<file path="config.mk">
export PLATFORM = sky130hd
export DESIGN_NAME = fprot_guard
export DESIGN_NICKNAME = d
export VERILOG_FILES = /design/src/rtl/fprot_pkg.sv /design/src/rtl/fprot_key_latch.sv /design/src/rtl/fprot_rd_filter.sv /design/src/rtl/fprot_cmd_gate.sv /design/src/rtl/fprot_guard.sv
export SDC_FILE = /design/constraint.sdc
export NUM_CORES = 1
export LEC_CHECK = 0
export BUFFER_PORTS_ARGS = -buffer_cell sky130_fd_sc_hd__buf_4
export CAP_MARGIN = 20
export CORE_MARGIN = 1
export CORE_UTILIZATION = 38
export DETAILED_ROUTE_END_ITERATION = 6
export PLACE_DENSITY_LB_ADDON = 0.1
export SETUP_SLACK_MARGIN = 0.05
export SKIP_CTS_REPAIR_TIMING = 1
export SYNTH_ARGS = -nofsm -noshare
export SYNTH_HDL_FRONTEND = slang
export SYNTH_SLANG_ARGS = --single-unit
</file>
<file path="constraint.sdc">
create_clock -name clk -period 1.8 [get_ports clk]
set_clock_uncertainty 0.1 [all_clocks]
set_input_delay 0.27 -clock clk [delete_from_list [all_inputs] [get_ports clk]]
set_output_delay 0.27 -clock clk [all_outputs]
set_load 0.01 [all_outputs]
</file>
<file path="src/rtl/fprot_pkg.sv">
package fprot_pkg;

    typedef enum logic [1:0] {
        ORG_INT  = 2'd0,
        ORG_EXT  = 2'd1,
        ORG_BOOT = 2'd2,
        ORG_PAR  = 2'd3
    } org_e;

    // Only the erased patterns leave protection off; 50H and every
    // corrupted value lock, so a flipped bit cannot unlock the part.
    function automatic logic key_locks(input logic [7:0] k);
        return !((k == 8'h00) || (k == 8'hFF));
    endfunction

    function automatic logic read_blocked(input logic locked, input org_e o);
        return locked && ((o == ORG_EXT) || (o == ORG_PAR));
    endfunction

    function automatic logic write_restricted(input logic locked, input org_e o);
        return locked && (o != ORG_INT);
    endfunction

endpackage

</file>
<file path="src/rtl/fprot_key_latch.sv">
module fprot_key_latch
    import fprot_pkg::*;
(
    input  logic       clk,
    input  logic       rst,
    input  logic [7:0] key_byte,
    input  logic       erase_done,
    output logic       lock
);
    logic lock_q;

    always_ff @(posedge clk) begin
        if (rst)
            lock_q <= key_locks(key_byte);
        else if (erase_done)
            lock_q <= 1'b0;
    end

    assign lock = lock_q;
endmodule

</file>
<file path="src/rtl/fprot_rd_filter.sv">
module fprot_rd_filter
    import fprot_pkg::*;
#(
    parameter int DW = 8
) (
    input  logic          lock,
    input  logic          rd_req,
    input  logic [1:0]    rd_org,
    input  logic [DW-1:0] rd_arr_data,
    output logic [DW-1:0] rd_data,
    output logic          rd_grant,
    output logic          rd_deny
);
    logic blocked;

    assign blocked  = read_blocked(lock, org_e'(rd_org));
    assign rd_grant = rd_req && !blocked;
    assign rd_deny  = rd_req && blocked;

    for (genvar i = 0; i < DW; i++) begin : g_fill
        assign rd_data[i] = blocked ? 1'b1 : rd_arr_data[i];
    end
endmodule

</file>
<file path="src/rtl/fprot_cmd_gate.sv">
module fprot_cmd_gate
    import fprot_pkg::*;
#(
    parameter int          DW        = 8,
    parameter int          FW        = 4,
    parameter logic [FW-1:0] ERASE_ALL = 4'hC
) (
    input  logic          clk,
    input  logic          rst,
    input  logic          lock,
    input  logic          cw_en,
    input  logic [1:0]    cw_org,
    input  logic [DW-1:0] cw_data,
    output logic          cw_grant,
    output logic          cw_deny,
    output logic [DW-1:0] cmd_reg,
    output logic          viol
);
    logic          allowed;
    logic [DW-1:0] cmd_q;
    logic          viol_q;

    always_comb begin
        allowed = !write_restricted(lock, org_e'(cw_org))
                  || (cw_data[FW-1:0] == ERASE_ALL);
    end

    assign cw_grant = cw_en && allowed;
    assign cw_deny  = cw_en && !allowed;

    always_ff @(posedge clk) begin
        if (rst) begin
            cmd_q  <= '0;
            viol_q <= 1'b0;
        end else if (cw_en) begin
            if (allowed)
                cmd_q <= cw_data;
            else
                viol_q <= 1'b1;
        end
    end

    assign cmd_reg = cmd_q;
    assign viol    = viol_q;
endmodule

</file>
<file path="src/rtl/fprot_guard.sv">
module fprot_guard
    import fprot_pkg::*;
#(
    parameter int            DW        = 8,
    parameter int            FW        = 4,
    parameter logic [FW-1:0] ERASE_ALL = 4'hC
) (
    input  logic          clk,
    input  logic          rst,
    input  logic [7:0]    key_byte,
    input  logic          erase_done,
    input  logic          rd_req,
    input  logic [1:0]    rd_org,
    input  logic [DW-1:0] rd_arr_data,
    output logic [DW-1:0] rd_data,
    output logic          rd_grant,
    output logic          rd_deny,
    input  logic          cw_en,
    input  logic [1:0]    cw_org,
    input  logic [DW-1:0] cw_data,
    output logic          cw_grant,
    output logic          cw_deny,
    output logic [DW-1:0] cmd_reg,
    output logic          lock,
    output logic          viol
);
    logic lock_w;

    fprot_key_latch u_key (
        .clk        (clk),
        .rst        (rst),
        .key_byte   (key_byte),
        .erase_done (erase_done),
        .lock       (lock_w)
    );

    fprot_rd_filter #(.DW(DW)) u_rd (
        .lock        (lock_w),
        .rd_req      (rd_req),
        .rd_org      (rd_org),
        .rd_arr_data (rd_arr_data),
        .rd_data     (rd_data),
        .rd_grant    (rd_grant),
        .rd_deny     (rd_deny)
    );

    fprot_cmd_gate #(.DW(DW), .FW(FW), .ERASE_ALL(ERASE_ALL)) u_cmd (
        .clk      (clk),
        .rst      (rst),
        .lock     (lock_w),
        .cw_en    (cw_en),
        .cw_org   (cw_org),
        .cw_data  (cw_data),
        .cw_grant (cw_grant),
        .cw_deny  (cw_deny),
        .cmd_reg  (cmd_reg),
        .viol     (viol)
    );

    assign lock = lock_w;
endmodule

</file>
==> impl_metrics.csv, run 1 <==
group,metric,value,unit
power_and_ir_drop,peakVddDrop,0.4930,mV
setup_path,required,1.43,ns
routing,first_pass_iters,4,
sta,tightest_slew,0.2717,ns
routing,ant_nets,0,
cells_and_area,drive_above_1_share,0.5299,
routing,vias_per_cell,4.697,
floorplanning,die_h,41.34,um
routing,drt-wirelength-per-cell,11.02,um
floorplanning,num_rows,13,
clock_tree,cts-root-buf,"clkbuf_4",
sta,slew_headroom,0.8184,
setup_path,startpoint_type,"flop",
sta,tns,0,ns
power_and_ir_drop,p_clk_frac,0.262,
floorplanning,die_w,41.34,um
power_and_ir_drop,netSwitchingPower,0.1586,mW
sta,slew_violations,0,
flow_run,cap_violations,0,
synthesis,ys_ff_latch,10,
floorplanning,die_area,1709,um2
routing,first_iter_violations,4,
clock_tree,cts_buffers,3,
power_and_ir_drop,pwr-share-comb,0.328,
power_and_ir_drop,sw_frac_of_total,0.2601,
sta,finalHoldViolCount,0,
synthesis,synth_area,588.1,um2
global_route,grt_pass1_vias,511,
global_route,track_usage,0.1958,
sta,min_period,1.598,ns
outcome,status,"finished, final reports clean",
synthesis,synth_cell_types,21,
cells_and_area,largest_register_ffs,8,
cells_and_area,nets,151,
clock_tree,clkTransAtPathRegs,0.07,ns
floorplanning,ios,55,
power_and_ir_drop,leakagePower,0.5013,nW
clock_tree,clk_latency,0.27,ns
synthesis,yosys_warnings,0,
setup_path,crit_arrival,1.23,ns
sta,fmax,625.8,MHz
global_route,grt_first_pass_wirelength,2.097,mm
cells_and_area,final_cell_mix,"buf_4 (55), nand2b_1 (23), dfxtp_1 (9)",
routing,num_vias,620,
sta,setup_viol,0,
setup_path,max_stage_delay,0.42,ns
synthesis,synth_sequential_area_ratio,0.3574,
routing,wl,1.455,mm
setup_path,cpMaxStageDelayCell,"edfxtp_1",
clock_tree,htree_levels,1,
synthesis,synthCells,61,
global_route,antenna_found_initial,0,
min_path,hold_class,"input pin to flop",
sta,rsz0062_at_grt,"false",
synthesis,avgSynthCellArea,9.640,um2
setup_path,cp_max_fo,9,
sta,period_share,0.8878,
power_and_ir_drop,internal-power,0.4511,mW
floorplanning,start_util,0.4304,
setup_path,critPathKind,"flop to output pin",
setup_path,critical_path.endpoint_type,"output pin",
placed_design,dpl.hpwl,1.207,mm
clock_tree,cts_tree,"yes",
placed_design,place_area,999.7,um2
clock_tree,ctsLongestPathBuffers,2,
cells_and_area,design_area,1026,um2
setup_path,worstPathCellList,"nand2_1, and2_1, buf_4",
floorplanning,core-area,1366,um2
clock_tree,numClockSinks,10,
cells_and_area,final_common_cell,"buf_4",
global_route,gr-total-overflow,0,
cells_and_area,antenna_cells,0,
cells_and_area,syn2layout_area_growth,74.47,%
global_route,grt_max_degree,20,
routing,route.detailed.drc,0,
synthesis,syn_nets,94,
power_and_ir_drop,sequentialPowerShare,0.410,
placed_design,routabilityCongestion,0.6163,
placed_design,io_buffer_count,53,
power_and_ir_drop,power_density,594.3,nW/um2
-- cell type report --
class / count / area [um2]
Timing Repair Buffer: 55 / 412.9
Multi-Input combinational cell: 48 / 357.8
Fill cell: 121 / 340.3
Sequential cell: 10 / 210.2
Clock buffer: 4 / 26.28
Tap cell: 15 / 18.77
-- critical path, delay by kind of cell, from the launching register on --
family	cells	cell delay, ns
and+or+nand+nor	2	0.43
DFF	1	0.42
buffers and inverters	1	0.11
-- metrics by stage --
stage	setup slack [ns]	utilization	hold slack (ns)	instances	total power [mW]
6_report	0.2020	0.7509	0.1651	132	0.6097
2_1_floorplan	0.5315	-	0.3248	61	0.3389
5_1_grt	0.1349	0.7509	0.1559	132	0.6507
4_1_cts	0.1840	0.7509	0.1539	132	0.6210
3_5_place_dp	0.4180	0.7317	0.3671	128	0.4570
3_3_place_gp	0.4593	0.7317	0.3541	128	0.4514
-- synthesized netlist by cell type (all sizes together) --
cell / instances / area, um2
o21a: 1 / 8.760
nand2: 2 / 7.510
mux2i: 8 / 80.08
clkbuf: 1 / 3.750
and2: 1 / 6.260
or2: 1 / 6.260
nor4: 2 / 12.51
o211a: 1 / 10.01
nand4: 2 / 12.51
nand2b: 23 / 143.9
a31oi: 1 / 6.260
nor2: 1 / 3.750
edfxtp: 1 / 30.03
nand4bb: 1 / 27.53
and3: 2 / 13.77
buf: 2 / 16.26
dfxtp: 9 / 180.2
or2b: 1 / 7.510
a21boi: 1 / 11.26
-- path summary, 6_finish.rpt --
path / startpoint / endpoint / slack, ns / depth (start not counted)
setup / recovery: u_key.lock / rd_grant / 0.20 / 3
hold / removal: cw_en / u_cmd.viol / 0.17 / 3
setup reg to reg: u_key.lock / u_cmd.cmd_reg[2] / 0.47 / 4
hold reg to reg: u_cmd.cmd_reg[5] / u_cmd.cmd_reg[5] / 0.37 / 2
-- power by group through the flow --
stage	clock network (mW)	registers [mW]	logic, mW
2_1_floorplan	0	0.263	0.0762
3_3_place_gp	0	0.255	0.197
3_5_place_dp	0	0.255	0.202
4_1_cts	0.168	0.250	0.203
5_1_grt	0.180	0.252	0.219
6_report	0.160	0.250	0.200
-- kinds of logic after synthesis --
group	share of synthesized area
and+or+nand+nor	0.4107
DFF	0.3574
muxes	0.1362
AOI/OAI and AO/OA	0.06171
buffers and inverters	0.03403
-- layer usage --
metal | global-route usage | wire length [um] | up-vias
met4 | 0.04839 | 5 | 0
met1 | 0.1954 | 508 | 267
met3 | 0.08511 | 143 | 2
met2 | 0.3672 | 798 | 30
met5 | 0 | 0 | -
li1 | - | - | 321
Note: power is estimated with default switching activity, not from simulation.
==> run 2: changes to the inputs <==
--- a/config.mk
+++ b/config.mk
@@ -5,10 +5,11 @@
 export SDC_FILE = /design/constraint.sdc
 export NUM_CORES = 1
 export LEC_CHECK = 0
+export ABC_AREA = 1
 export BUFFER_PORTS_ARGS = -buffer_cell sky130_fd_sc_hd__buf_4
 export CAP_MARGIN = 20
 export CORE_MARGIN = 1
-export CORE_UTILIZATION = 38
+export CORE_UTILIZATION = 36
 export DETAILED_ROUTE_END_ITERATION = 6
 export PLACE_DENSITY_LB_ADDON = 0.1
 export SETUP_SLACK_MARGIN = 0.05
==> constraint.sdc (replaced) <==
create_clock -name clk -period 1.7 [get_ports clk]
set_clock_uncertainty 0.1 [all_clocks]
set_input_delay 0.255 -clock clk [delete_from_list [all_inputs] [get_ports clk]]
set_output_delay 0.255 -clock clk [all_outputs]
set_load 0.01 [all_outputs]
==> run 2 against run 1 <==
Against the previous run: the run now ends with design-rule violations left; wire length is 12% higher; synthesized cell count is 48% higher; critical path depth is 1 higher; non-clock buffer count is 1 lower; final cell count is 22% higher; synthesized area is 4.9% higher; flip-flop and latch count stayed put; critical endpoint is now rd_data[1]; largest cell class unchanged.
==> impl_metrics.csv, run 2 <==
group,metric,value,unit
outcome,status,"complete, but fails checks",
outcome,violations,"design-rule violations",
placed_design,dp_cells,156,
sta,rsz0062_at_grt,"true",
power_and_ir_drop,peakVddDrop,0.5129,mV
cells_and_area,final_core_util,0.6990,
placed_design,routabilityCongestion,0.6262,
synthesis,async_flop_share,0,
synthesis,yosys_warnings,0,
synthesis,synth_sequential_area_ratio,0.3408,
floorplanning,ios,55,
synthesis,synth_top_family_by_area,"simple AND/OR/NAND/NOR gates",
clock_tree,clk_latency,0.27,ns
synthesis,netlist_top_cells_count,"nor2_1 (17), inv_1 (13), nand2_1 (10), dfxtp_1 (9), or2_2 (9)",
routing,vias_per_cell,4.845,
synthesis,synth-simple-area-share,0.4341,
cells_and_area,antenna_cells,0,
sta,slew_violations,0,
routing,num_vias,780,
setup_path,crit_arrival,1.27,ns
routing,ant_nets,0,
clock_tree,htree_levels,1,
power_and_ir_drop,sw_frac_of_total,0.2828,
floorplanning,die_w,43.40,um
setup_path,required,1.34,ns
routing,first_pass_iters,7,
placed_design,io_buffer_count,53,
floorplanning,start_util,0.3957,
cells_and_area,final_common_cell,"buf_4",
synthesis,avgSynthCellArea,6.854,um2
cells_and_area,instances_no_fill,161,
power_and_ir_drop,internal-power,0.5345,mW
synthesis,syn_nets,123,
synthesis,synth.most_common_cell,"nor2_1",
floorplanning,die_area,1883,um2
power_and_ir_drop,sequentialPowerShare,0.363,
power_and_ir_drop,pwr-share-comb,0.344,
sta,slew_headroom,0.8304,
synthesis,synth-edff-count,1,
global_route,grt_pass1_vias,656,
clock_tree,ctsLongestPathBuffers,2,
setup_path,cp_num_buf_inv,2,
sta,min_period,1.626,ns
power_and_ir_drop,p_clk_frac,0.293,
synthesis,synth_area,616.8,um2
placed_design,place_area,1008,um2
routing,first_iter_violations,20,
global_route,grt_first_pass_wirelength,2.697,mm
routing,drt-wirelength-per-cell,10.16,um
synthesis,synth_area_leaders,"dfxtp_1 (29%), nor2_1 (10%), or2_2 (9.1%)",
floorplanning,core-area,1559,um2
synthesis,synth-compound-area-share,0.09128,
clock_tree,cts_buffers,3,
synthesis,synthFlopType,"dfxtp_1",
cells_and_area,largest_register_ffs,8,
synthesis,ys_ff_latch,10,
synthesis,synth_xor_area_frac,0,
clock_tree,numClockSinks,10,
power_and_ir_drop,leakagePower,0.5912,nW
cells_and_area,drive_above_1_share,0.5241,
sta,tns,0,ns
sta,fmax,614.9,MHz
routing,route.detailed.drc,12,
setup_path,critical_path.endpoint_type,"output pin",
global_route,antenna_found_initial,0,
global_route,grt_max_degree,19,
min_path,hold_class,"input pin to flop",
sta,setup_viol,0,
synthesis,yosys.area_share.adder,0,
synthesis,synth_cell_types,20,
placed_design,dpl.hpwl,1.310,mm
cells_and_area,final_cell_mix,"buf_4 (46), nor2_1 (17), inv_1 (12)",
sta,period_share,0.9567,
routing,wl,1.635,mm
setup_path,cpMaxStageDelayCell,"edfxtp_1",
setup_path,crit_family,"flip-flops",
synthesis,synth_top_area_share,0.2921,
synthesis,synthCells,90,
floorplanning,num_rows,14,
synthesis,synth.area.mux_share,0,
setup_path,worstPathCellList,"nand2_2, inv_4, or2_2, buf_6",
synthesis,synth_top_area_cell,"dfxtp_1",
cells_and_area,syn2layout_area_growth,76.67,%
clock_tree,clkTransAtPathRegs,0.07,ns
clock_tree,cts-root-buf,"clkbuf_4",
setup_path,startpoint_type,"flop",
power_and_ir_drop,netSwitchingPower,0.2108,mW
sta,tightest_slew,0.2529,ns
setup_path,critPathKind,"flop to output pin",
floorplanning,die_h,43.40,um
global_route,gr-total-overflow,0,
setup_path,max_stage_delay,0.43,ns
power_and_ir_drop,power,0.7453,mW
global_route,track_usage,0.1892,
clock_tree,cts_tree,"yes",
cells_and_area,design_area,1090,um2
sta,finalHoldViolCount,0,
flow_run,cap_violations,0,
power_and_ir_drop,power_density,683.8,nW/um2
cells_and_area,nets,179,
setup_path,cp_max_fo,9,
## run 2: area by class of cell
cell class                      instances  area (um2)
Clock buffer                            4       36.28
Fill cell                             142       469.2
Inverter                               15       58.81
Multi-Input combinational cell         62       329.1
Sequential cell                        10       210.2
Tap cell                               16       20.02
Timing Repair Buffer                   54       435.4
## run 2: final timing paths
check                                 from          endpoint  slack, ns  cells past startpoint
worst max-delay path            u_key.lock        rd_data[1]       0.07                      4
worst min-delay path                   rst        u_cmd.viol       0.05                      2
worst max register to register  u_key.lock  u_cmd.cmd_reg[5]       0.53                      6
worst min register to register  u_cmd.viol        u_cmd.viol       0.35                      2
## run 2: per-layer routing
metal  wire (um)  track usage  up-vias
li1            -            -      392
met1         587       0.2016      342
met2         848       0.3485       44
met3         190      0.06667        2
met4           8      0.05625        0
met5           0            0        -
## run 2: cell families (layout without fill, tap and decap cells)
logic type,Yosys count,in the layout
and+or+nand+nor,52,52
DFF,10,10
buffers and inverters,18,73
AOI/OAI and AO/OA,10,10
## run 2: per-stage QoR
step / setup slack, ns / hold slack [ns]
2_1_floorplan: 0.4128 / 0.2241
3_3_place_gp: 0.3246 / 0.3339
3_5_place_dp: 0.3021 / 0.3370
4_1_cts: -0.009052 / 0.03741
5_1_grt: 0.02356 / 0.06479
6_report: 0.07366 / 0.04894
## run 2: power by group through the flow
stage	Combinational, mW	Clock [mW]	Sequential, mW
final	0.256	0.218	0.271
after global routing	0.282	0.234	0.273
after CTS	0.242	0.228	0.271
after floorplan	0.107	0	0.286
after detailed placement	0.242	0	0.276
after global placement	0.236	0	0.276
==> run 3: changes to the inputs <==
--- a/config.mk
+++ b/config.mk
@@ -9,7 +9,7 @@
 export BUFFER_PORTS_ARGS = -buffer_cell sky130_fd_sc_hd__buf_4
 export CAP_MARGIN = 20
 export CORE_MARGIN = 1
-export CORE_UTILIZATION = 36
+export CORE_UTILIZATION = 39
 export DETAILED_ROUTE_END_ITERATION = 6
 export PLACE_DENSITY_LB_ADDON = 0.1
 export SETUP_SLACK_MARGIN = 0.05
==> constraint.sdc (replaced) <==
create_clock -name clk -period 2 [get_ports clk]
set_clock_uncertainty 0.1 [all_clocks]
set_input_delay 0.3 -clock clk [delete_from_list [all_inputs] [get_ports clk]]
set_output_delay 0.3 -clock clk [all_outputs]
set_load 0.01 [all_outputs]
==> run 3 against run 2 <==
Against the previous run: die area is 7.3% lower; non-clock buffer count is 1 lower; clock power is 32% lower; worst hold slack better by 0.057 ns; the run now ends clean; setup slack better by 0.18 ns; cell area is 5.2% lower; flip-flop and latch count stayed put; sequential share of layout area is 1.1 points higher; highest routed layer unchanged.
==> impl_metrics.csv, run 3 (synthesized netlist as in run 2, its figures left out) <==
group,metric,value,unit
global_route,gr-total-overflow,0,
power_and_ir_drop,power_density,560.9,nW/um2
sta,period_share,0.8709,
floorplanning,die_w,41.77,um
cells_and_area,seqCellArea,210.2,um2
clock_tree,clk_latency,0.27,ns
setup_path,crit_family,"flip-flops",
setup_path,critPathKind,"flop to output pin",
clock_tree,cts-root-buf,"clkbuf_4",
sta,hold_slack,0.1056,ns
flow_run,cap_violations,0,
sta,tightest_slew,0.2558,ns
cells_and_area,nets,178,
setup_path,critical_path.endpoint_type,"output pin",
global_route,grt_first_pass_wirelength,2.532,mm
placed_design,dpl.hpwl,1.326,mm
clock_tree,ctsLongestPathBuffers,2,
cells_and_area,final_core_util,0.7475,
sta,slew_violations,0,
clock_tree,cts_tree,"yes",
clock_tree,htree_levels,1,
routing,vias_per_cell,4.698,
global_route,grt_pass1_vias,633,
sta,finalHoldViolCount,0,
global_route,track_usage,0.1867,
global_route,grt_max_degree,19,
floorplanning,core-area,1383,um2
setup_path,cp_num_buf_inv,2,
floorplanning,die_area,1745,um2
routing,ant_nets,0,
routing,drt-wirelength-per-cell,10.00,um
sta,fmax,574.1,MHz
cells_and_area,antenna_cells,0,
sta,min_period,1.742,ns
cells_and_area,syn2layout_area_growth,67.55,%
floorplanning,ios,55,
cells_and_area,drive_above_1_share,0.5000,
cells_and_area,fillCellCount,110,
routing,route.detailed.drc,0,
clock_tree,cts_buffers,3,
placed_design,routabilityCongestion,0.6705,
routing,first_pass_iters,3,
sta,setup_viol,0,
placed_design,io_buffer_count,53,
global_route,antenna_found_initial,0,
setup_path,startpoint_type,"flop",
setup_path,cp_max_fo,9,
sta,tns,0,ns
cells_and_area,design_area,1033,um2
power_and_ir_drop,leakagePower,0.5708,nW
routing,first_iter_violations,4,
setup_path,r2r_cells,6,
cells_and_area,final_common_cell,"buf_4",
cells_and_area,multi_input_area,324.1,um2
routing,wl,1.590,mm
sta,slew_headroom,0.8284,
clock_tree,clkTransAtPathRegs,0.07,ns
min_path,hold_class,"input pin to flop",
placed_design,place_area,1007,um2
floorplanning,num_rows,13,
setup_path,cp.depth,4,
cells_and_area,final_cell_mix,"buf_4 (53), nor2_1 (17), inv_1 (13)",
power_and_ir_drop,peakVddDrop,0.3442,mV
setup_path,cpMaxStageDelayCell,"edfxtp_1",
sta,rsz0062_at_grt,"false",
setup_path,crit_arrival,1.34,ns
floorplanning,start_util,0.4462,
clock_tree,numClockSinks,10,
setup_path,worstPathCellList,"nand2_1, inv_1, or2_2, buf_4",
min_path,min_path_cells,2,
outcome,status,"finished, final reports clean",
setup_path,max_stage_delay,0.43,ns
floorplanning,die_h,41.77,um
cells_and_area,largest_register_ffs,8,
routing,num_vias,747,
power_and_ir_drop,power,0.5797,mW
setup_path,required,1.60,ns
## run 3: changes by cell type in the layout (fill, tap and decap cells not counted)
cell,previous run,this run
clkbuf_1,0,1
clkbuf_8,1,0
buf_4,46,53
or2_4,1,0
buf_6,8,0
or2_2,8,9
nand2_2,2,1
inv_4,1,0
inv_1,12,13
nand2_1,9,10
## run 3: layout make-up
cell class / count / share of cell area
Multi-Input combinational cell: 62 / 0.3136
Tap cell: 15 / 0.01816
Clock buffer: 4 / 0.02542
Inverter: 15 / 0.05448
Timing Repair Buffer: 53 / 0.3850
Sequential cell: 10 / 0.2034
## run 3: layer usage
metal	track usage	wire [um]	vias up
li1	-	-	389
met1	0.1898	564	319
met2	0.3500	849	37
met3	0.07826	169	2
met4	0.03871	6	0
met5	0	0	-
## run 3: path summary, 6_finish.rpt
check	start	end	slack, ns
setup / recovery	u_key.lock	rd_data[4]	0.26
hold / removal	rst	u_cmd.viol	0.11
setup reg to reg	u_key.lock	u_cmd.cmd_reg[2]	0.86
hold reg to reg	u_cmd.viol	u_cmd.viol	0.35
## run 3: stage by stage
stage | setup slack (ns) | cells
floorplan | 0.6678 | 90
global placement | 0.5792 | 155
detailed placement | 0.5413 | 155
CTS | 0.2381 | 159
global route | 0.1537 | 159
finish | 0.2582 | 159
## run 3: power breakdown
| group | internal, mW | total, mW | switching, mW | leakage (nW) |
|---|---|---|---|---|
| sequential | 0.220 | 0.230 | 0.0101 | 0.0847 |
| clock | 0.0770 | 0.148 | 0.0707 | 0.0150 |
| combinational | 0.113 | 0.201 | 0.0889 | 0.471 |
| total | 0.410 | 0.580 | 0.170 | 0.571 |
